==> config.mk <==
export PLATFORM = sky130hd
export DESIGN_NAME = probe_vram_sizer
export DESIGN_NICKNAME = d
export VERILOG_FILES = /design/src/rtl/probe_pkg.sv /design/src/rtl/probe_step_dec.sv /design/src/rtl/probe_port_eng.sv /design/src/rtl/probe_verdict.sv /design/src/rtl/probe_vram_sizer.sv
export SDC_FILE = /design/constraint.sdc
export NUM_CORES = 1
export LEC_CHECK = 0
export BUFFER_PORTS_ARGS = -buffer_cell sky130_fd_sc_hd__buf_4
export CAP_MARGIN = 10
export CORE_UTILIZATION = 63
export DETAILED_ROUTE_END_ITERATION = 8
export GPL_ROUTABILITY_DRIVEN = 0
export PLACE_DENSITY = 0.94
export SLEW_MARGIN = 0
export SYNTH_ARGS = -nofsm -noshare
export SYNTH_HDL_FRONTEND = slang
export SYNTH_SLANG_ARGS = --single-unit
==> constraint.sdc <==
create_clock -name clk -period 13.86 [get_ports clk]
set_input_delay 0.693 -clock clk [delete_from_list [all_inputs] [get_ports clk]]
set_output_delay 0.693 -clock clk [all_outputs]
set_load 0.05 [all_outputs]
==> src/rtl/probe_pkg.sv <==
package probe_pkg;

   // total port transactions in one probe run
   localparam int unsigned NSTEP = 21;

   typedef enum logic [2:0] {
      CAP_NONE = 3'd0,
      CAP_SAVE = 3'd1,
      CAP_A    = 3'd2,
      CAP_B    = 3'd3,
      CAP_C    = 3'd4,
      CAP_D    = 3'd5
   } cap_e;

   typedef enum logic [1:0] {
      E_IDLE = 2'd0,
      E_WAIT = 2'd1,
      E_STRB = 2'd2
   } eng_e;

   typedef enum logic {
      S_IDLE = 1'b0,
      S_RUN  = 1'b1
   } seq_e;

endpackage

==> src/rtl/probe_step_dec.sv <==
module probe_step_dec
   import probe_pkg::*;
#(
   parameter int unsigned STEP_W     = 5,
   parameter int unsigned SEL_W      = 8,
   parameter int unsigned DATA_W     = 8,
   parameter int unsigned REG_TYPE   = 28,
   parameter int unsigned REG_PTR_HI = 18,
   parameter int unsigned REG_PTR_LO = 19,
   parameter int unsigned REG_DATA   = 31,
   parameter logic [DATA_W-1:0] TYPE_64K = 8'h30,
   parameter logic [DATA_W-1:0] PAGE_A   = 8'h42,
   parameter logic [DATA_W-1:0] PAGE_B   = 8'h43,
   parameter logic [DATA_W-1:0] PTR_LOW  = 8'h00,
   parameter logic [DATA_W-1:0] PAT_A    = 8'h55,
   parameter logic [DATA_W-1:0] PAT_B    = 8'hAA
) (
   input  logic [STEP_W-1:0] step,
   output logic              op_we,
   output logic [SEL_W-1:0]  op_sel,
   output logic [DATA_W-1:0] op_wdata,
   output logic              op_use_saved,
   output cap_e              op_cap
);

   localparam logic [STEP_W-1:0] LAST = STEP_W'(NSTEP - 1);

   logic [STEP_W-1:0] rel;
   logic [STEP_W-1:0] grp;
   logic [STEP_W-1:0] pos;

   // steps 2..19 are six groups: pointer high, pointer low, data access
   always_comb begin
      rel          = step - STEP_W'(2);
      grp          = rel / STEP_W'(3);
      pos          = rel % STEP_W'(3);
      op_we        = 1'b0;
      op_sel       = SEL_W'(REG_TYPE);
      op_wdata     = '0;
      op_use_saved = 1'b0;
      op_cap       = CAP_NONE;
      if (step == STEP_W'(0)) begin
         op_cap = CAP_SAVE;
      end else if (step == STEP_W'(1)) begin
         op_we    = 1'b1;
         op_wdata = TYPE_64K;
      end else if (step == LAST) begin
         op_we        = 1'b1;
         op_use_saved = 1'b1;
      end else if (step < LAST) begin
         if (pos == STEP_W'(0)) begin
            op_we    = 1'b1;
            op_sel   = SEL_W'(REG_PTR_HI);
            op_wdata = (grp == STEP_W'(2) || grp == STEP_W'(5)) ? PAGE_B : PAGE_A;
         end else if (pos == STEP_W'(1)) begin
            op_we    = 1'b1;
            op_sel   = SEL_W'(REG_PTR_LO);
            op_wdata = PTR_LOW;
         end else begin
            op_sel = SEL_W'(REG_DATA);
            case (grp)
               STEP_W'(0): begin op_we = 1'b1; op_wdata = PAT_A; end
               STEP_W'(3): begin op_we = 1'b1; op_wdata = PAT_B; end
               STEP_W'(1): op_cap = CAP_A;
               STEP_W'(2): op_cap = CAP_B;
               STEP_W'(4): op_cap = CAP_C;
               default:    op_cap = CAP_D;
            endcase
         end
      end
   end

endmodule

==> src/rtl/probe_port_eng.sv <==
module probe_port_eng
   import probe_pkg::*;
#(
   parameter int unsigned DATA_W      = 8,
   parameter int unsigned RDY_BIT     = 7,
   parameter int unsigned TIMEOUT_CYC = 64
) (
   input  logic              clk,
   input  logic              rst_n,
   input  logic              go,
   input  logic [DATA_W-1:0] stat,
   output logic              req,
   output logic              fin,
   output logic              tmo
);

   localparam int unsigned TMO_W = (TIMEOUT_CYC < 2) ? 1 : $clog2(TIMEOUT_CYC);
   localparam logic [TMO_W-1:0] POLL_LAST = TMO_W'(TIMEOUT_CYC - 1);

   eng_e             state;
   logic [TMO_W-1:0] poll_cnt;
   logic             rdy;
   logic             last_poll;

   assign rdy       = stat[RDY_BIT];
   assign last_poll = (poll_cnt == POLL_LAST);

   always_ff @(posedge clk or negedge rst_n) begin
      if (!rst_n) begin
         state    <= E_IDLE;
         poll_cnt <= '0;
      end else begin
         case (state)
            E_IDLE: begin
               if (go) begin
                  state    <= E_WAIT;
                  poll_cnt <= '0;
               end
            end
            E_WAIT: begin
               if (rdy)            state <= E_STRB;
               else if (last_poll) state <= E_IDLE;
               else                poll_cnt <= poll_cnt + TMO_W'(1);
            end
            default: state <= E_IDLE;
         endcase
      end
   end

   assign req = (state == E_STRB);
   assign fin = req;
   assign tmo = (state == E_WAIT) && !rdy && last_poll;

endmodule

==> src/rtl/probe_verdict.sv <==
module probe_verdict
   import probe_pkg::*;
#(
   parameter int unsigned DATA_W     = 8,
   parameter int unsigned SIZE_W     = 7,
   parameter int unsigned SMALL_CODE = 16,
   parameter int unsigned LARGE_CODE = 64,
   parameter logic [DATA_W-1:0] SAVE_MASK = 8'hF0
) (
   input  logic              clk,
   input  logic              rst_n,
   input  logic              cap_en,
   input  cap_e              cap_sel,
   input  logic [DATA_W-1:0] rdata,
   output logic [DATA_W-1:0] saved,
   output logic [SIZE_W-1:0] size
);

   localparam int unsigned NSLOT = 4;

   logic [DATA_W-1:0] slot [NSLOT];

   for (genvar i = 0; i < NSLOT; i++) begin : g_slot
      localparam cap_e TAG = cap_e'(3'(int'(CAP_A) + i));
      always_ff @(posedge clk or negedge rst_n) begin
         if (!rst_n)                          slot[i] <= '0;
         else if (cap_en && cap_sel == TAG)   slot[i] <= rdata;
      end
   end

   always_ff @(posedge clk or negedge rst_n) begin
      if (!rst_n)                              saved <= '0;
      else if (cap_en && cap_sel == CAP_SAVE)  saved <= rdata & SAVE_MASK;
   end

   // slots 0/1 are the first pass, 2/3 the second
   assign size = (slot[0] != slot[1] || slot[2] != slot[3])
                 ? SIZE_W'(LARGE_CODE) : SIZE_W'(SMALL_CODE);

endmodule

==> src/rtl/probe_vram_sizer.sv <==
module probe_vram_sizer
   import probe_pkg::*;
#(
   parameter int unsigned DATA_W      = 8,
   parameter int unsigned SEL_W       = 8,
   parameter int unsigned SIZE_W      = 7,
   parameter int unsigned RDY_BIT     = 7,
   parameter int unsigned TIMEOUT_CYC = 64,
   parameter int unsigned SMALL_CODE  = 16,
   parameter int unsigned LARGE_CODE  = 64
) (
   input  logic              clk,
   input  logic              rst_n,
   input  logic              start,
   input  logic [DATA_W-1:0] port_stat,
   input  logic [DATA_W-1:0] port_rdata,
   output logic              port_req,
   output logic              port_we,
   output logic [SEL_W-1:0]  port_sel,
   output logic [DATA_W-1:0] port_wdata,
   output logic              done,
   output logic              err,
   output logic [SIZE_W-1:0] size_code
);

   localparam int unsigned STEP_W = $clog2(NSTEP);
   localparam logic [STEP_W-1:0] STEP_LAST = STEP_W'(NSTEP - 1);

   if (TIMEOUT_CYC < 2) begin : g_bad_tmo
      $error("TIMEOUT_CYC must be at least 2");
   end
   if (RDY_BIT >= DATA_W) begin : g_bad_rdy
      $error("RDY_BIT outside the status byte");
   end
   if (LARGE_CODE >= (1 << SIZE_W) || SMALL_CODE >= (1 << SIZE_W)) begin : g_bad_size
      $error("SIZE_W too narrow for the size codes");
   end
   if (DATA_W != 8) begin : g_bad_data
      $error("the probe sequence is defined for byte registers");
   end

   seq_e              state;
   logic [STEP_W-1:0] step;
   logic              busy;
   logic              eng_fin;
   logic              eng_tmo;
   logic              op_we;
   logic [SEL_W-1:0]  op_sel;
   logic [DATA_W-1:0] op_wdata;
   logic              op_use_saved;
   cap_e              op_cap;
   logic [DATA_W-1:0] saved;
   logic [SIZE_W-1:0] verdict;

   assign busy = (state == S_RUN);

   probe_step_dec #(
      .STEP_W (STEP_W),
      .SEL_W  (SEL_W),
      .DATA_W (DATA_W)
   ) u_dec (
      .step         (step),
      .op_we        (op_we),
      .op_sel       (op_sel),
      .op_wdata     (op_wdata),
      .op_use_saved (op_use_saved),
      .op_cap       (op_cap)
   );

   probe_port_eng #(
      .DATA_W      (DATA_W),
      .RDY_BIT     (RDY_BIT),
      .TIMEOUT_CYC (TIMEOUT_CYC)
   ) u_eng (
      .clk   (clk),
      .rst_n (rst_n),
      .go    (busy),
      .stat  (port_stat),
      .req   (port_req),
      .fin   (eng_fin),
      .tmo   (eng_tmo)
   );

   probe_verdict #(
      .DATA_W     (DATA_W),
      .SIZE_W     (SIZE_W),
      .SMALL_CODE (SMALL_CODE),
      .LARGE_CODE (LARGE_CODE)
   ) u_verdict (
      .clk     (clk),
      .rst_n   (rst_n),
      .cap_en  (eng_fin),
      .cap_sel (op_cap),
      .rdata   (port_rdata),
      .saved   (saved),
      .size    (verdict)
   );

   assign port_we    = op_we;
   assign port_sel   = op_sel;
   assign port_wdata = op_use_saved ? saved : op_wdata;

   always_ff @(posedge clk or negedge rst_n) begin
      if (!rst_n) begin
         state     <= S_IDLE;
         step      <= '0;
         done      <= 1'b0;
         err       <= 1'b0;
         size_code <= '0;
      end else begin
         done <= 1'b0;
         case (state)
            S_IDLE: begin
               if (start) begin
                  state     <= S_RUN;
                  step      <= '0;
                  err       <= 1'b0;
                  size_code <= '0;
               end
            end
            default: begin
               if (eng_tmo) begin
                  state <= S_IDLE;
                  done  <= 1'b1;
                  err   <= 1'b1;
               end else if (eng_fin) begin
                  if (step == STEP_LAST) begin
                     state     <= S_IDLE;
                     done      <= 1'b1;
                     size_code <= verdict;
                  end else begin
                     step <= step + STEP_W'(1);
                  end
               end
            end
         endcase
      end
   end

endmodule

Word level (Yosys, flattened, before mapping)
Cells that the tools add are included.

Eq/ne operators: 27. Magnitude comparators: 1. Multiplexer cells: 62. $add $sub $neg: 3. Reductions and logical operators: 22. Divide/modulo/power cells: 2.

Operators with widths (count): 8-bit 2-to-1 mux (12); 7-bit 2-to-1 mux (6); 5-bit 2-to-1 mux (5); 1-bit 2-to-1 mux (22); 3-bit 2-to-1 mux (6); 6-bit 2-to-1 mux (3); 8-bit inequality test (2); 8-bit case mux with 2 select lines (1); 5-bit by 1-bit == test with 1-bit output, second input constant (3); 5-bit zero test (3); 3-bit case mux with 4 select lines (1); 6-bit case mux with 2 select lines (1); 4-bit AND reduction (3); 5-bit by 2-bit == test with 1-bit output, second input constant (2); 5-bit by 3-bit == test with 1-bit output, second input constant (2); 2-bit inequality test, second input constant (5); 1-bit logical AND (7); 6-bit by 1-bit adder with 6-bit output, second input constant (1); 3-bit by 2-bit == test with 1-bit output, second input constant (2); 3-bit == test, second input constant (2); 6-bit == test, second input constant (1); 2-bit 2-to-1 mux (3); 2-bit by 1-bit inequality test with 1-bit output, second input constant (3); 5-bit by 1-bit adder with 5-bit output, second input constant (1); other kinds (17) (20).

Output and inout port bits: 27. Logic and storage cells: 129. Register bits: 59. Input port bits: 19.

Longest topological paths before layout
Word-level depth: 13. Gate-level depth with buffers: 19. Depth with buffers taken out: 16.

Hierarchy
Synthesis repeated with hierarchy kept, for this count alone.

Cell total of the unflattened synthesis: 404. Area, all modules: 4045.1 sq um.

By module, submodules not included: probe_verdict (instances 1, cells each 111, area each 1674.1 sq um, sequential area each 900.9 sq um); probe_step_dec (instances 1, cells each 159, area each 1011.0 sq um, sequential area each 0.0 sq um); probe_vram_sizer (instances 1, cells each 91, area each 895.9 sq um, sequential area each 375.4 sq um); probe_port_eng (instances 1, cells each 43, area each 464.2 sq um, sequential area each 200.2 sq um).

Worst setup path after synthesis
OpenSTA, ideal clock, no wires.

Path kind: reg2out. Start: register step[1]. End: output port port_wdata[1]. Buffers on the path: 2. Required time: 13.167 ns. Arrival: 4.901 ns. Setup slack: 8.266 ns. Stages on the path, launching flop included: 17. Cell sequence: dfrtp_1 -> buf_2 -> inv_1 -> ha_1 -> buf_4 -> or4_4 -> a21boi_4 -> a211oi_1 -> nand2_1 -> inv_1 -> ha_1 -> a2111oi_2 -> o32a_1 -> a31oi_1 -> a31o_2 -> nor3_1 -> a21o_1.

Word-level cells in the longest chain between the ends: 11. Elaborated cells between the ends (all ways): 22. Those cells by class: add/sub: 1; div: 2; order compare: 1; eq/ne: 4; mux: 11; reduce/logical: 3.

Ends and longest elaborated chain: start: declaration (RTL line probe_vram_sizer.sv:43) `logic [STEP_W-1:0] step;`; start signal: assignment (RTL line probe_vram_sizer.sv:132) `step <= step + STEP_W'(1);`; 5-bit by 2-bit subtractor with 5-bit output (RTL line probe_step_dec.sv:34) `rel = step - STEP_W'(2);`; 5-bit by 2-bit divider with 5-bit output (RTL line probe_step_dec.sv:35) `grp = rel / STEP_W'(3);`; 5-bit by 2-bit == test with 1-bit output / 5-bit zero test (equally long branches) (RTL line probe_step_dec.sv:61) `case (grp)`; 8-bit case mux with 2 select lines (RTL line probe_step_dec.sv:61); 8-bit 2-to-1 mux (RTL line probe_step_dec.sv:55) `end else if (pos == STEP_W'(1)) begin`; 8-bit 2-to-1 mux (RTL line probe_step_dec.sv:51) `if (pos == STEP_W'(0)) begin`; 8-bit 2-to-1 mux (RTL line probe_step_dec.sv:50) `end else if (step < LAST) begin`; 8-bit 2-to-1 mux (RTL line probe_step_dec.sv:47) `end else if (step == LAST) begin`; 8-bit 2-to-1 mux (RTL line probe_step_dec.sv:44) `end else if (step == STEP_W'(1)) begin`; 8-bit 2-to-1 mux (RTL line probe_step_dec.sv:42) `if (step == STEP_W'(0)) begin`; 8-bit 2-to-1 mux * (RTL line probe_vram_sizer.sv:101) `assign port_wdata = op_use_saved ? saved : op_wdata;`; end: declaration (RTL line probe_vram_sizer.sv:20) `output logic [DATA_W-1:0] port_wdata,`.

Mark *: on every way between the ends. The rest lies on a longest branch, timed or not.

Worst setup path in the final report
Start: register step[2]. End: output port port_wdata[0].

Word-level cells in the longest chain between the ends: 11. Elaborated cells between the ends (all ways): 26. Those cells by class: add/sub: 1; div: 2; order compare: 1; eq/ne: 6; mux: 12; reduce/logical: 4.

Ends and longest elaborated chain (RTL line): 5-bit by 2-bit subtractor with 5-bit output (probe_step_dec.sv:34); 5-bit by 2-bit divider with 5-bit output (probe_step_dec.sv:35); 5-bit by 2-bit == test with 1-bit output, or another cell as far along (probe_step_dec.sv:61); 8-bit case mux with 2 select lines / 1-bit logical OR (equally long branches) (probe_step_dec.sv:61, probe_step_dec.sv:54); 8-bit 2-to-1 mux / 1-bit 2-to-1 mux (equally long branches) (probe_step_dec.sv:55, probe_step_dec.sv:54); 8-bit 2-to-1 mux (probe_step_dec.sv:51); 8-bit 2-to-1 mux (probe_step_dec.sv:50); 8-bit 2-to-1 mux (probe_step_dec.sv:47); 8-bit 2-to-1 mux (probe_step_dec.sv:44); 8-bit 2-to-1 mux (probe_step_dec.sv:42); 8-bit 2-to-1 mux * (probe_vram_sizer.sv:101).

Marks and branches as above.

==> key figures <==
Run status
  – Outcome: completed

Clock tree
  – Clk_lat worst skew: 310 ps
  – Reg clk slew, reported paths: 90 ps
  – Hold buffers post-CTS: 0
  – Post-CTS setup buffers: 0
  – CTS Buffer Depth: 2
  – CTS tree: yes
  – Post_cts resized: 0
  – TritonCTS Sinks: 54
  – Num CTS Buffers: 5
  – Root Buffer: clkbuf_8
  – Htree depth: 2

STA
  – F_max: 0.1595 GHz
  – Finish-stage setup viols: 0
  – Worst setup margin: 7591 ps
  – Clk_skew: 7.875 ps
  – RSZ-0062 raised after global routing: false
  – Least-Margin Pin Slew: 764.8 ps
  – Slew Viols, Final: 0
  – Setup TNS: 0 ps
  – Tcrit/Tclk final: 45.23%
  – Minimum clock period: 6269 ps
  – Hold Violations, Final: 0
  – Rel. slew slack: 49.01%

Die
  – Die area: 6102 µm²
  – Rows: 27
  – Chip Width: 78.12 µm
  – I/O pins: 46
  – Initial Util: 65.88%
  – CORE AREA: 5540 µm²
  – Chip height: 78.12 µm

Logic synthesis
  – Largest area contributor in the synthesized netlist: dfrtp_1
  – Sequential share of the synthesized area: 37.02%
  – Synth top area share: 37.02%
  – Synth area leaders: dfrtp_1 37%, mux2_2 6.2%, xor2_1 4.8%
  – Yosys warning count: 0
  – Asr flop ratio synth: 100.0%
  – #FFs+latches synth: 54
  – Post-synthesis cell type count: 75
  – Top FF cell, synth: dfrtp_1
  – EDFF count, synth: 0
  – Synth Cell Area: 3650 µm²
  – Cells after synthesis: 370
  – Syn Area/Cell: 9.864 µm²

Setup path
  – Critical Path Start Type: flop
  – CP max stage delay: 710 ps
  – Arrival @ worst endpoint: 5580 ps
  – CP max stage cell: dfrtp_1
  – Required @ worst endpoint: 13170 ps
  – Critical path class: flop to output port
  – Critical Path, Cell by Cell: inv_1, ha_1, nand2b_1, o22ai_1, a211oi_1, nand4_1, nand2b_1, ha_1, a311oi_1, a2111o_1, a31oi_1, nand2_1, o32ai_1, a21oi_1, a21oi_1, buf_4
  – Crit path max fanout: 18
  – Crit. End Element: output port

Routing
  – Met2 wire len: 4127 µm
  – Final ANT Viol Nets: 0
  – Top routing layer used: met4
  – Vias per cell: 6.192
  – Vias: 2842
  – Met3 routed WL: 337 µm
  – DRC violations left: 0
  – DR WL/cell: 17.49 µm
  – Initial DRC count: 204
  – First-pass iteration count of the detailed router: 4
  – Final WL: 8027 µm
  – Met1 WL: 3347 µm

Place
  – Post-Place Cells: 451
  – DP Area: 3816 µm²
  – Pre-CTS setup slack: 8053 ps
  – HPWL after DPL: 5769 µm
  – Port bufs: 29

Cells and area
  – Area growth syn-to-layout: 7.576%
  – Finished Cell Area: 3926 µm²
  – ANT cells: 0
  – Share of layout cells above drive strength 1: 21.45%
  – Fin cells: 459
  – # nets final: 413

Min path
  – Hold Crit Class: primary input to async pin

Global route
  – Grt ovf: 0
  – Global-route usage over all layers: 28.65%
  – Vias in the first global route: 2835
  – Global-route wire length before repair: 13540 µm
  – Initial antenna violation count: 0
  – Largest net degree at the start of global routing: 55

Job
  – Max cap viols: 0
[cells in the mapped netlist (all sizes together) (2+ instances only)]
master,instances
a211oi,2
a21boi,2
a21o,4
a21oi,17
a31o,2
a31oi,3
and2,5
and3,4
buf,19
clkbuf,8
conb,2
dfrtp,54
ha,8
inv,11
mux2,36
mux2i,4
nand2,32
nand2b,9
nand3,13
nand4,4
nand4b,2
nor2,25
nor2b,6
nor3,6
nor3b,3
nor4,5
o211a,3
o211ai,6
o21a,2
o21ai,16
o21bai,2
o22ai,3
o32ai,2
or2,2
or3,3
xnor2,4
xor2,21
[per-stage QoR]
| stage | hold slack [ps] | utilization [%] |
|---|---|---|
| 5_1_grt | 446.6 | 70.87 |
| 6_report | 391.8 | 70.87 |
| 3_3_place_gp | 487.1 | 68.88 |
| 3_5_place_dp | 489.0 | 68.88 |
| 2_1_floorplan | 397.4 | - |
| 4_1_cts | 422.4 | 70.87 |
[final cells by class]
type	count	area, µm²
timing repair buffer	29	217.7
clock inverter	2	37.54
clock buffer	6	72.57
fill	393	1614
tap	72	90.09
multi-input combinational	285	2116
inverter	11	41.29
sequential	54	1351
[cells by family (layout without fill, tap and decap cells)]
kind of cell	after synthesis	count (layout)	share of synthesized area (%)
adders and majority gates	8	8	2.743
xor gates and xnor gates	25	25	6.205
muxes	40	40	13.03
buffers and inverters	38	48	5.725
DFF	54	54	37.02
and+or+nand+nor	125	125	18.44
other	2	9	0.2058
AOI/OAI and AO/OA	78	78	16.63
[state kept, by name, summed over array words and instances, names as in the netlist]
| register | flops |
|---|---|
| busy | 1 |
| done | 1 |
| u_eng.poll_cnt | 6 |
| u_verdict.slot | 32 |
| u_verdict.saved | 4 |
| err | 1 |
| u_eng.state | 2 |
| step | 5 |
| size_code | 2 |
[cell usage in the layout (no fill, tap or decap), types with 5 or more instances in the layout]
cell,instances
mux2_4,8
conb_1,9
nor3_1,5
clkbuf_8,5
buf_4,29
nor2b_1,6
dfrtp_1,54
nor2_1,24
ha_1,8
nand3_1,11
mux2_1,8
o21ai_0,11
inv_1,11
nand2b_1,9
xor2_1,20
nor4_1,5
nand2_1,32
mux2_2,20
a21oi_1,16
[worst max-delay path: cells and delay by family, from the launching register on]
kind / cells / cell delay [ps]
flip-flops: 1 / 710
AND/OR/NAND/NOR: 4 / 850
adder cells (fa/ha/maj): 2 / 1070
buffers and inverters: 2 / 460
AO/OA/AOI/OAI: 8 / 2150
[worst paths after layout]
path                                         from                 end  slack (ps)  depth (start not counted)
worst max-delay path                      step[2]       port_wdata[0]        7590                         16
worst min register to register  u_eng.poll_cnt[0]   u_eng.poll_cnt[0]         510                          1
max in group asynchronous                   rst_n      u_eng.state[0]       13020                          1
min in group clk                u_eng.poll_cnt[0]   u_eng.poll_cnt[0]         510                          1
worst min-delay path                        rst_n   u_verdict.slot[6]         390                          1
worst max register to register            step[2]  u_verdict.slot[16]        8310                         15
[routing by layer]
| layer | global-route usage [%] | vias up |
|---|---|---|
| met4 | 11.85 | 0 |
| met3 | 4.419 | 22 |
| li1 | - | 1336 |
| met2 | 50.79 | 94 |
| met1 | 34.67 | 1390 |
| met5 | 0 | - |
Power is not shown: default switching activity piles up to over one toggle a cycle in this logic, so the estimate is an artifact.
